--- src/rtl/i2c_bus_state_mon.sv ---
module i2c_bus_state_mon #(
  parameter int TMO_W = 16
) (
  input  logic             clk,
  input  logic             rst_n,
  input  logic             scl_i,
  input  logic             sda_i,
  input  logic             en,
  input  logic             sw_wr,
  input  logic [1:0]       sw_state,
  input  logic             addr_wr,
  input  logic             stop_cmd,
  input  logic             arb_lost,
  input  logic             tmo_en,
  input  logic [TMO_W-1:0] tmo_limit,
  output logic [1:0]       state,
  output logic             start_det,
  output logic             stop_det
);

  localparam logic [1:0] ST_UNK  = 2'b00;
  localparam logic [1:0] ST_IDLE = 2'b01;
  localparam logic [1:0] ST_OWN  = 2'b10;
  localparam logic [1:0] ST_BUSY = 2'b11;

  logic [1:0] scl_q, sda_q;
  logic       scl_d, sda_d;
  logic [TMO_W-1:0] cnt;
  logic [1:0] nxt;
  logic       lines_hi, line_edge, tmo_act, tmo_fire;

  always_ff @(posedge clk or negedge rst_n) begin
    if (!rst_n) begin
      scl_q <= 2'b11;
      sda_q <= 2'b11;
      scl_d <= 1'b1;
      sda_d <= 1'b1;
    end else begin
      scl_q <= {scl_q[0], scl_i};
      sda_q <= {sda_q[0], sda_i};
      scl_d <= scl_q[1];
      sda_d <= sda_q[1];
    end
  end

  assign start_det = scl_q[1] & scl_d & sda_d & ~sda_q[1];
  assign stop_det  = scl_q[1] & scl_d & ~sda_d & sda_q[1];

  assign lines_hi  = scl_q[1] & sda_q[1];
  assign line_edge = (scl_q[1] ^ scl_d) | (sda_q[1] ^ sda_d);
  assign tmo_act   = en & tmo_en & ((state == ST_BUSY) | (state == ST_UNK));
  assign tmo_fire  = tmo_act & lines_hi & ~line_edge & (tmo_limit != '0) & (cnt == tmo_limit);

  always_ff @(posedge clk or negedge rst_n) begin
    if (!rst_n)
      cnt <= '0;
    else if (!tmo_act || !lines_hi || line_edge)
      cnt <= '0;
    else if (cnt != tmo_limit)
      cnt <= cnt + 1'b1;
  end

  always_comb begin
    nxt = state;
    unique case (state)
      ST_UNK: begin
        if (stop_det || tmo_fire)
          nxt = ST_IDLE;
        else if (sw_wr && sw_state == ST_IDLE && !start_det)
          nxt = ST_IDLE;
      end
      ST_IDLE: begin
        if (addr_wr)        nxt = ST_OWN;
        else if (start_det) nxt = ST_BUSY;
      end
      ST_OWN: begin
        if (arb_lost)      nxt = ST_BUSY;
        else if (stop_cmd) nxt = ST_IDLE;
      end
      default: begin
        if (stop_det || tmo_fire) nxt = ST_IDLE;
      end
    endcase
    if (!en) nxt = ST_UNK;
  end

  always_ff @(posedge clk or negedge rst_n) begin
    if (!rst_n) state <= ST_UNK;
    else        state <= nxt;
  end

  p_disable_unknown_r2: assert property (@(posedge clk) disable iff (!rst_n)
    !en |=> state == ST_UNK);

  p_no_return_unknown_r4: assert property (@(posedge clk) disable iff (!rst_n)
    (en && state != ST_UNK) |=> state != ST_UNK);

  p_busy_holds_r5: assert property (@(posedge clk) disable iff (!rst_n)
    (en && state == ST_BUSY && !stop_det && !tmo_fire) |=> state == ST_BUSY);

  p_owner_entry_r6: assert property (@(posedge clk) disable iff (!rst_n)
    (en && state == ST_IDLE && addr_wr) |=> state == ST_OWN);

  p_arb_lost_r7: assert property (@(posedge clk) disable iff (!rst_n)
    (en && state == ST_OWN && arb_lost) |=> state == ST_BUSY);

  p_event_beats_sw_r10: assert property (@(posedge clk) disable iff (!rst_n)
    (en && state == ST_UNK && start_det) |=> state == ST_UNK);

endmodule

--- config.mk ---
export PLATFORM = sky130hd
export DESIGN_NAME = i2c_bus_state_mon
export DESIGN_NICKNAME = d
export VERILOG_FILES = /design/src/rtl/i2c_bus_state_mon.sv
export SDC_FILE = /design/constraint.sdc
export NUM_CORES = 1
export LEC_CHECK = 0
export BUFFER_PORTS_ARGS = -buffer_cell sky130_fd_sc_hd__buf_2
export CORE_MARGIN = 8
export CORE_UTILIZATION = 53
export DETAILED_ROUTE_END_ITERATION = 6
export GPL_ROUTABILITY_DRIVEN = 0
export PLACE_DENSITY = 0.82
export SETUP_SLACK_MARGIN = 0.4
export SLEW_MARGIN = 20
export SYNTH_ARGS = -nofsm -noshare
export SYNTH_HDL_FRONTEND = slang
export SYNTH_SLANG_ARGS = --single-unit
--- constraint.sdc ---
create_clock -name clk -period 2.65 [get_ports clk]
set_input_delay 0.1325 -clock clk [delete_from_list [all_inputs] [get_ports clk]]
set_output_delay 0.1325 -clock clk [all_outputs]
set_load 0.005 [all_outputs]
==> summary by stage <==
Synth
The post-synthesis cell area is 1400 sq um. The synthesized netlist net count is around 180. Of all flip-flops after synthesis, the portion carrying an async set or reset was 100%. The synthesized flop and latch total is 24. The synthesis warning total is 0. Of all cell types, the one taking the most synthesized area is dfrtp_1. The top cell type by area accounts for 32.2% of the synthesized area. The leading cell type by number of instances after synthesis is xnor2_1.

The post-synthesis sequential area ratio is between 40% and 50%. The number of flops mapped to enable cells by yosys is 0. Synthesis instantiated 33 different standard cells from the library. Among all flip-flop cells after synthesis, the most frequent one is dfrtp_1. The post-synthesis instance total is 143. A synthesized cell averages between 9 and 10 sq um. The commonest cells after synthesis are 25 x xnor2_1, 18 x dfrtp_1, 14 x nor2_1. Sorting the synthesized cells by area gives the leading types as dfrtp_1 32%, xnor2_1 16%, dfstp_2 11%.

Worst hold path
The path type of the worst min-delay path is in -> reg.

Floorplan
The die covers 4540 sq um. The starting density of the core is 55.9%. 32 I/O pins were placed.

The floorplan die height is 67.4 um. The floorplan has 18 rows. The core area is 2500 sq um. The floorplan die width is 67.4 um.

Placed design
The count of port buffers added during placement is 31. Once detailed placement completed, the half-perimeter wirelength came to 2590 um.

Clocking
The clock root buffer is clkbuf_4. The maximum clock insertion buffer count is 2. CTS built an H-tree with a depth of 1. The TritonCTS clock tree is yes. The clock drives 24 sinks. The clock-pin slew reported for the worst setup and hold paths after clock tree synthesis is around 130 ps. The clock latency on the worst-skew pair is around 320 ps. The total CTS buffers is 3.

GRT
Global routing used 15.8% of the available tracks. The via count of the first global-routing pass came to ~1.2k. The maximum number of pins on one net before global-route repair is 25.

The remaining global-route overflow is 0. The initial antenna violation count was 0. The first-pass GRT wire length is 5620 um.

Timing
The portion of the clock cycle consumed by the worst path in the final layout is 82.3%. At the pin with the least slew margin, the transition time is ~530 ps. The smallest clock period supported by the final layout is computed as 2180 ps.

The count of pins over their slew limit is 0. Setup repair after global routing left no endpoint under its margin. The post-route setup TNS is 0 ps. In this run the tightest slew margin relative to its limit is 64.4%. Derived from the worst setup path, the maximum achievable clock frequency is 459 MHz. Across the routed clock network, the largest skew measured is between 10 and 15 ps. The final count of negative-setup-slack endpoints is 0. The tightest hold margin is 96.9 ps. The final count of hold timing violations was 0.

Worst setup path
The critical path starts at scl_q[1]. STA classifies the critical path startpoint as a flip-flop. Counting cells, the worst reg-to-reg path comes to 7. In this run the worst path has a maximum fanout of 2. On the critical path, the stage with the largest delay is an instance of dfstp_2. The critical path class is reg -> reg. The worst flop-to-flop path endpoint is state[1]. The launch instance of the worst register-to-register path is scl_q[1].

The worst-case register-to-register setup slack is between 400 and 500 ps. Walking the worst path, the cells encountered are ha_4 > nand4b_1 > or3_4 > a41oi_2 > a221oi_2 > a311o_1 > mux2i_1. The termination of the worst setup path is state[1].

In this design, the stage delay of the slowest critical-path cell is between 500 and 600 ps. The required time of the critical path is 2870 ps. The arrival time reported for the critical path endpoint is between 2000 and 2500 ps. The type of element capturing the critical path is a flip-flop.

Route
After detailed routing, the total wire length is 3370 um. The count of TritonRoute iterations in the first routing pass is 4. Detailed routing inserted a total of 1234 vias.

After detailed routing, the number of vias per cell comes to 5.88. The iteration-0 DRC count of the detailed router is 52. The average wire per cell in the routed design is between 15 and 20 um. The remaining design rule violation count is 0.

The remaining number of nets flagged by the antenna check after routing is 0.

Finish
The share of final-layout standard cells stronger than drive strength 1 is 27.2%. The net count of the finished layout is ~210. The filler cells instantiated in the layout total between 150 and 200. The final antenna diode count is 0.

The area added between synthesis and finish is 21.0%.

Flow run
The number of maximum-capacitance constraint violations is 0.

Power and ir drop
For this design the ratio of total power to cell area is 469 nW/um^2. Summed over all cells, the static leakage comes to 0.000673 uW. The worst ir drop on vdd is between 300 and 400 uV.

Run status
The flow ran to the end, and the final reports show no timing, DRC or antenna violations.
## worst min path at each step
stage / to / depth (start not counted) / slack, ps / start
after CTS: state[1] / 3 / 90 / en
after detailed placement: cnt[7] / 1 / 140 / rst_n
after global placement: cnt[7] / 1 / 140 / rst_n
after floorplan: cnt[0] / 0 / -160 / rst_n
after global routing: state[1] / 3 / 90 / en
final: state[1] / 3 / 100 / en
## stage by stage
step	power, uW	setup WS, ps	cells	util [%]	cell area [sq um]
floorplan	520	492	143	-	1400
global placement	584	553	202	63.8	1590
detailed placement	599	471	202	63.8	1590
CTS	796	449	209	66.4	1660
global route	848	397	210	67.7	1690
finish	793	470	210	67.7	1690
## flip-flops by register name, summed over array words and instances (netlist names)
| register | cells |
|---|---|
| state | 2 |
| sda_d | 1 |
| scl_q | 2 |
| scl_d | 1 |
| cnt | 16 |
| sda_q | 2 |
## layer usage
layer  track usage (%)  vias to the layer above  share of wire, %
met5                 0                        -                 0
met4              7.31                        0               2.2
met3              3.97                        9               7.9
met2              26.4                       47                48
met1              18.6                      592                42
li1                  -                      586                 -
## power breakdown
| part | total [uW] | internal (uW) | switching (uW) |
|---|---|---|---|
| combinational | 200 | 98.2 | 102 |
| clock | 192 | 84.1 | 108 |
| sequential | 401 | 387 | 13.6 |
## layout make-up
class	count	area, sq um	area share (%)
well taps	30	37.5	2.22
flip-flops and latches	24	608	35.9
clock buffers	4	36.3	2.14
multi-input cells	111	787	46.5
inverters	4	15.0	0.888
repair buffers	37	208	12.3
## cells by family after synthesis
kind of cell | count (synthesis) | synth area share, %
simple gates | 62 | 23.7
mux | 3 | 2.15
fa+ha+maj | 5 | 4.48
compound gates | 14 | 6.89
buf+inv | 8 | 2.33
flops | 24 | 43.5
xor+xnor | 27 | 16.9
## critical path: cells and delay by family (launching register included)
kind / cells / cell delay, ps
AOI/OAI and AO/OA: 3 / 670
DFF: 1 / 580
and+or+nand+nor: 2 / 500
adders and majority gates: 1 / 200
muxes: 1 / 130
## cells in the final DEF, fill, tap and decap left out, types with 2 or more instances in the layout
cell type | netlist | final
dfstp_2 | 6 | 6
mux2i_1 | 3 | 3
a21oi_1 | 4 | 4
nand4_1 | 6 | 6
buf_4 | 0 | 3
clkbuf_4 | 0 | 3
buf_2 | 2 | 31
inv_1 | 4 | 4
xnor2_1 | 25 | 25
dlygate4sd3_1 | 0 | 3
o21ai_0 | 2 | 2
o21ai_1 | 3 | 3
dfrtp_1 | 18 | 18
nand2b_1 | 2 | 2
nand2_1 | 8 | 8
nor4_1 | 8 | 7
nor3_1 | 5 | 5
ha_1 | 5 | 4
nand3_1 | 5 | 5
or3_1 | 5 | 4
nor2_1 | 14 | 14
and3_1 | 2 | 2
xor2_1 | 2 | 2
## what timing repair did
action / 4_1_cts / 5_1_grt
hold buffers: 3 / 0
setup endpoints to repair: 0 / 2
resized for setup: 0 / 3
hold endpoints to repair: 20 / 0
setup buffers: 0 / 1
No activity file was read; power rests on OpenSTA's default activity.
